<file path="config.mk">
export PLATFORM = sky130hd
export DESIGN_NAME = busreg_bidir
export DESIGN_NICKNAME = d
export VERILOG_FILES = /design/src/rtl/busreg_pkg.sv /design/src/rtl/busreg_ctrl.sv /design/src/rtl/busreg_stages.sv /design/src/rtl/busreg_bidir.sv
export SDC_FILE = /design/constraint.sdc
export NUM_CORES = 1
export LEC_CHECK = 0
export CAP_MARGIN = 20
export CORE_UTILIZATION = 44
export CTS_CLUSTER_SIZE = 24
export DETAILED_ROUTE_END_ITERATION = 7
export PLACE_DENSITY = 0.85
export SLEW_MARGIN = 10
export SYNTH_ARGS = -nofsm -noshare
export SYNTH_HDL_FRONTEND = slang
export SYNTH_SLANG_ARGS = --single-unit
</file>
<file path="constraint.sdc">
create_clock -name clk -period 4.4 [get_ports clk]
set_input_delay 1.32 -clock clk [delete_from_list [all_inputs] [get_ports clk]]
set_output_delay 1.32 -clock clk [all_outputs]
set_load 0.01 [all_outputs]
</file>
<file path="src/rtl/busreg_pkg.sv">
package busreg_pkg;
    typedef enum logic {
        ST_INIT = 1'b0,
        ST_RUN  = 1'b1
    } run_state_t;

    typedef enum logic [1:0] {
        OP_HOLD,
        OP_SHIFT,
        OP_LOAD_SYNC,
        OP_LOAD_ASYNC
    } op_t;

    typedef enum logic [1:0] {
        SRC_SELF,
        SRC_A,
        SRC_B
    } src_t;
endpackage

</file>
<file path="src/rtl/busreg_ctrl.sv">
module busreg_ctrl
    import busreg_pkg::*;
(
    input  logic clk,
    input  logic rst_n,
    input  logic a_side_en,
    input  logic load_async,
    input  logic dir_a2b,
    input  logic load_par,
    output op_t  op,
    output src_t src,
    output logic a_oe,
    output logic b_oe
);
    run_state_t state_q, state_d;

    // Transitions: T_SETTLE (INIT->RUN), T_STAY (RUN->RUN), T_RESET (any->INIT)
    always_comb begin
        state_d = state_q;
        unique case (state_q)
            ST_INIT: state_d = ST_RUN;
            ST_RUN:  state_d = ST_RUN;
            default: state_d = ST_INIT;
        endcase
    end

    always_ff @(posedge clk) begin
        if (!rst_n) state_q <= ST_INIT;
        else        state_q <= state_d;
    end

    always_comb begin
        src  = dir_a2b ? (a_side_en ? SRC_A : SRC_SELF) : SRC_B;
        op   = OP_HOLD;
        a_oe = 1'b0;
        b_oe = 1'b0;
        unique case (state_q)
            ST_INIT: ;
            ST_RUN: begin
                if (!load_par)       op = OP_SHIFT;
                else if (load_async) op = OP_LOAD_ASYNC;
                else                 op = OP_LOAD_SYNC;
                b_oe = dir_a2b;
                a_oe = !dir_a2b && a_side_en;
            end
            default: ;
        endcase
    end
endmodule

</file>
<file path="src/rtl/busreg_stages.sv">
module busreg_stages
    import busreg_pkg::*;
#(
    parameter int WIDTH = 8
) (
    input  logic             clk,
    input  logic             rst_n,
    input  op_t              op,
    input  src_t             src,
    input  logic             ser_in,
    input  logic [WIDTH-1:0] a_in,
    input  logic [WIDTH-1:0] b_in,
    output logic [WIDTH-1:0] view,
    output logic             ser_out
);
    localparam int LAST = WIDTH - 1;

    logic [LAST:0] stage_q;
    logic [LAST:0] stage_d;
    logic [LAST:0] load_word;

    always_comb begin
        unique case (src)
            SRC_A:   load_word = a_in;
            SRC_B:   load_word = b_in;
            default: load_word = stage_q;
        endcase
    end

    for (genvar i = 0; i < WIDTH; i++) begin : g_stage
        logic shift_src;
        if (i == 0) begin : g_head
            assign shift_src = ser_in;
        end else begin : g_link
            assign shift_src = stage_q[i-1];
        end
        assign stage_d[i] = (op == OP_SHIFT) ? shift_src :
                            (op == OP_HOLD)  ? stage_q[i] : load_word[i];
    end

    always_ff @(posedge clk) begin
        if (!rst_n) stage_q <= '0;
        else        stage_q <= stage_d;
    end

    // Transparent load shows the source now; the flops still capture it.
    assign view    = (op == OP_LOAD_ASYNC) ? load_word : stage_q;
    assign ser_out = stage_q[LAST];
endmodule

</file>
<file path="src/rtl/busreg_bidir.sv">
module busreg_bidir
    import busreg_pkg::*;
#(
    parameter int WIDTH = 8
) (
    input  logic             clk,
    input  logic             rst_n,
    input  logic             a_side_en,
    input  logic             load_async,
    input  logic             dir_a2b,
    input  logic             load_par,
    input  logic             ser_in,
    input  logic [WIDTH-1:0] a_in,
    input  logic [WIDTH-1:0] b_in,
    output logic [WIDTH-1:0] a_out,
    output logic             a_oe,
    output logic [WIDTH-1:0] b_out,
    output logic             b_oe,
    output logic             ser_out
);
    op_t              op;
    src_t             src;
    logic [WIDTH-1:0] view;

    busreg_ctrl u_ctrl (
        .clk        (clk),
        .rst_n      (rst_n),
        .a_side_en  (a_side_en),
        .load_async (load_async),
        .dir_a2b    (dir_a2b),
        .load_par   (load_par),
        .op         (op),
        .src        (src),
        .a_oe       (a_oe),
        .b_oe       (b_oe)
    );

    busreg_stages #(.WIDTH(WIDTH)) u_stages (
        .clk     (clk),
        .rst_n   (rst_n),
        .op      (op),
        .src     (src),
        .ser_in  (ser_in),
        .a_in    (a_in),
        .b_in    (b_in),
        .view    (view),
        .ser_out (ser_out)
    );

    assign a_out = view;
    assign b_out = view;
endmodule

</file>
==> insert_results.sql <==
INSERT INTO impl_metrics (metric_group, metric, value, unit) VALUES
('timing', 'setup-violations-final', '0', ''),
('min_path', 'whs_path_depth', '2', ''),
('power_and_ir_drop', 'sequentialPowerShare', '33.6', '%'),
('floorplanning', 'die_height', '46.9', 'um'),
('cells_and_area', 'layout-area-overhead-vs-synth', '49.1', '%'),
('power_and_ir_drop', 'p_leak', '0.665', 'nW'),
('min_path', 'hold_class', 'flip-flop to flip-flop', ''),
('clocking', 'cts-hold-fix-buffers', '0', ''),
('cells_and_area', 'final_layout_size_suffix_gt1_share', '22.9', '%'),
('critical_path', 'cp_top_family', 'buffers and inverters', ''),
('grt', 'first_global_vias', '712', ''),
('critical_path', 'slowest_stage_cell_on_the_critical_path', 'sky130_fd_sc_hd__clkdlybuf4s50_1', ''),
('detailed_routing', 'drt-pass1-iter-count', '4', ''),
('detailed_routing', 'post-route-drc-count', '0', ''),
('clocking', 'tritoncts', 'done', ''),
('logic_synthesis', 'yosys-mux-area-fraction', '33.9', '%'),
('timing', 'final_max_slew_violation_count', '0', ''),
('critical_path', 'crit_path_cell_trace', 'clkdlybuf4s50_1, buf_12, mux2_4, mux2i_4, o21ai_1, clkdlybuf4s50_1', ''),
('logic_synthesis', 'post_synth_inst_count', '85', ''),
('grt', 'grt_start_max_net_pins', '21', ''),
('min_path', 'holdCritStartpoint', 'u_stages.stage_q[2]', ''),
('timing', 'hold_viol', '0', ''),
('critical_path', 'start_kind', 'primary input', ''),
('critical_path', 'crit_path_start', 'a_side_en', ''),
('critical_path', 'worst-path-stages', '6', ''),
('clocking', 'clk-insertion-delay-late', '0.26', 'ns'),
('detailed_routing', 'viasPerCell', '5.20', ''),
('critical_path', 'endpoint_kind', 'output pin', ''),
('logic_synthesis', 'netlist.area_leader.share', '20.3', '%'),
('clocking', 'clkSinkCount', '9', ''),
('detailed_routing', 'detail-route-antenna-nets', '0', ''),
('timing', 'finalWorstSetupSlack', '0.0643', 'ns'),
('power_and_ir_drop', 'power.net_switching', '0.0000862', 'W'),
('logic_synthesis', 'number_of_nets_in_the_synthesized_netlist', '108', ''),
('logic_synthesis', 'netlist_cell_types', '20', ''),
('logic_synthesis', 'synth_top_cell_by_area', 'sky130_fd_sc_hd__dfxtp_1', ''),
('timing', 'grt_setup_unrepaired', 'false', ''),
('placed_design', 'gp_routability_congestion', '0.706', ''),
('logic_synthesis', 'ys_ff_latch', '9', ''),
('detailed_routing', 'total_via_count_after_detailed_routing', '744', ''),
('logic_synthesis', 'synth_top_cells_by_area', 'sky130_fd_sc_hd__dfxtp_1 (20%), sky130_fd_sc_hd__mux2i_4 (20%), sky130_fd_sc_hd__mux2_4 (14%)', ''),
('critical_path', 'crit_top_cell', 'sky130_fd_sc_hd__clkdlybuf4s50_1', ''),
('logic_synthesis', 'yosys.area_share.xor_xnor', '0', '%'),
('cells_and_area', 'n_fill_cell', '132', ''),
('power_and_ir_drop', 'power-per-cell-area', '216', 'nW/um^2'),
('clocking', 'clock_tree.htree_level_count', '1', ''),
('logic_synthesis', 'synth_simple_gate_area_share', '15.2', '%'),
('timing', 'slew_headroom', '59.0', '%'),
('power_and_ir_drop', 'vdd.ir_drop.worst', '0.218', 'mV'),
('cells_and_area', 'num_antenna_cells', '0', ''),
('critical_path', 'critPathKind', 'primary input to output pin', ''),
('floorplanning', 'die_footprint', '2200', 'um^2'),
('critical_path', 'worst_r2r_path_depth', '2', ''),
('floorplanning', 'fp.dieW', '46.9', 'um'),
('logic_synthesis', 'synth_sequential_area_ratio', '20.3', '%'),
('timing', 'fmax', '0.231', 'GHz'),
('logic_synthesis', 'synth_compound_gate_area_share', '17.6', '%'),
('run', 'max_cap_viol_count', '0', ''),
('placed_design', 'buffer_ports.inserted', '41', ''),
('grt', 'grt_usage', '21.6', '%'),
('cells_and_area', 'final_net_count', '142', ''),
('logic_synthesis', 'synth_top_family_by_area', 'multiplexers', ''),
('timing', 'totalNegativeSetupSlack', '0', 'ns'),
('clocking', 'clk_pin_slew', '0.06', 'ns'),
('placed_design', 'dp_worst_setup_slack', '0.0319', 'ns'),
('timing', 'finalClockSkew', '0.000806', 'ns'),
('outcome', 'status', 'complete, no violations', ''),
('clocking', 'postCtsSetupBuffers', '0', ''),
('power_and_ir_drop', 'p_int', '0.000200', 'W'),
('grt', 'global_route.overflow_total', '0', ''),
('timing', 'layout_worst_path_cycle_share', '98.5', '%');
## Yosys cell counts
master and n:
sky130_fd_sc_hd__buf_2 1, sky130_fd_sc_hd__mux2_4 8, sky130_fd_sc_hd__nand3_4 1, sky130_fd_sc_hd__clkbuf_2 1, sky130_fd_sc_hd__o221ai_1 1, sky130_fd_sc_hd__dfxtp_1 9, sky130_fd_sc_hd__mux2i_4 8, sky130_fd_sc_hd__buf_6 3
sky130_fd_sc_hd__or3b_1 7, sky130_fd_sc_hd__o21ai_1 6, sky130_fd_sc_hd__o21ai_2 2, sky130_fd_sc_hd__nor2_1 1, sky130_fd_sc_hd__o211ai_1 7, sky130_fd_sc_hd__buf_4 9, sky130_fd_sc_hd__a21oi_1 6, sky130_fd_sc_hd__nand2b_1 1
sky130_fd_sc_hd__and2_1 2, sky130_fd_sc_hd__buf_1 1, sky130_fd_sc_hd__nand2_1 9, sky130_fd_sc_hd__a21oi_2 2
## metrics by stage
step           total power [W]  hold slack (ns)  instance area, um^2  util, %  cells
4_1_cts               0.000293            0.599                 1290     71.5    143
3_3_place_gp          0.000224            0.574                 1260     70.0    139
3_5_place_dp          0.000228            0.591                 1260     70.0    139
2_1_floorplan         0.000175            0.556                  887        -     85
6_report              0.000286            0.594                 1320     73.4    143
5_1_grt               0.000306            0.647                 1320     73.4    143
## state kept, by name, indices dropped and copies added (netlist names)
| register | cells |
|---|---|
| u_ctrl.state_q | 1 |
| u_stages.stage_q | 8 |
## layout make-up
type                    count  area, um^2  share of cell area [%]
repair buffers             44         493                    37.3
multi-input cells          61         592                    44.7
well taps                  25        31.3                    2.37
clock buffers               4        26.3                    1.99
flip-flops and latches      9         180                    13.6
## kinds of logic (layout without fill, tap and decap cells)
family | count (synthesis) | count (layout)
multiplexers | 16 | 16
AND/OR/NAND/NOR | 21 | 21
flip-flops | 9 | 9
buffers and inverters | 15 | 48
AO/OA/AOI/OAI | 24 | 24
## worst register-to-register path: cells and delay by family (launching register included)
kind,cells,cell delay (ns)
simple gates,1,0.45
compound gates,1,0.13
flops,1,0.71
## power groups by stage
stage	Combinational, W	Clock (W)	Sequential, W
6_report	0.000127	0.0000631	0.0000963
3_3_place_gp	0.000127	0	0.0000971
3_5_place_dp	0.000130	0	0.0000979
5_1_grt	0.000136	0.0000721	0.0000973
4_1_cts	0.000131	0.0000663	0.0000961
2_1_floorplan	0.0000808	0	0.0000943
## worst paths after layout
path	end	slack (ns)
worst max-delay path	a_out[7]	0.06
worst min-delay path	u_stages.stage_q[2]	0.59
worst max register to register	u_stages.stage_q[1]	2.98
worst min register to register	u_stages.stage_q[2]	0.59
## per-layer routing
layer	up-vias	wire length, um	track usage, %
li1	371	-	-
met5	-	0	0
met3	2	178	8.08
met4	0	12	6.86
met2	31	1100	38.6
met1	340	802	23.6
Note: power is estimated with default switching activity, not from simulation.
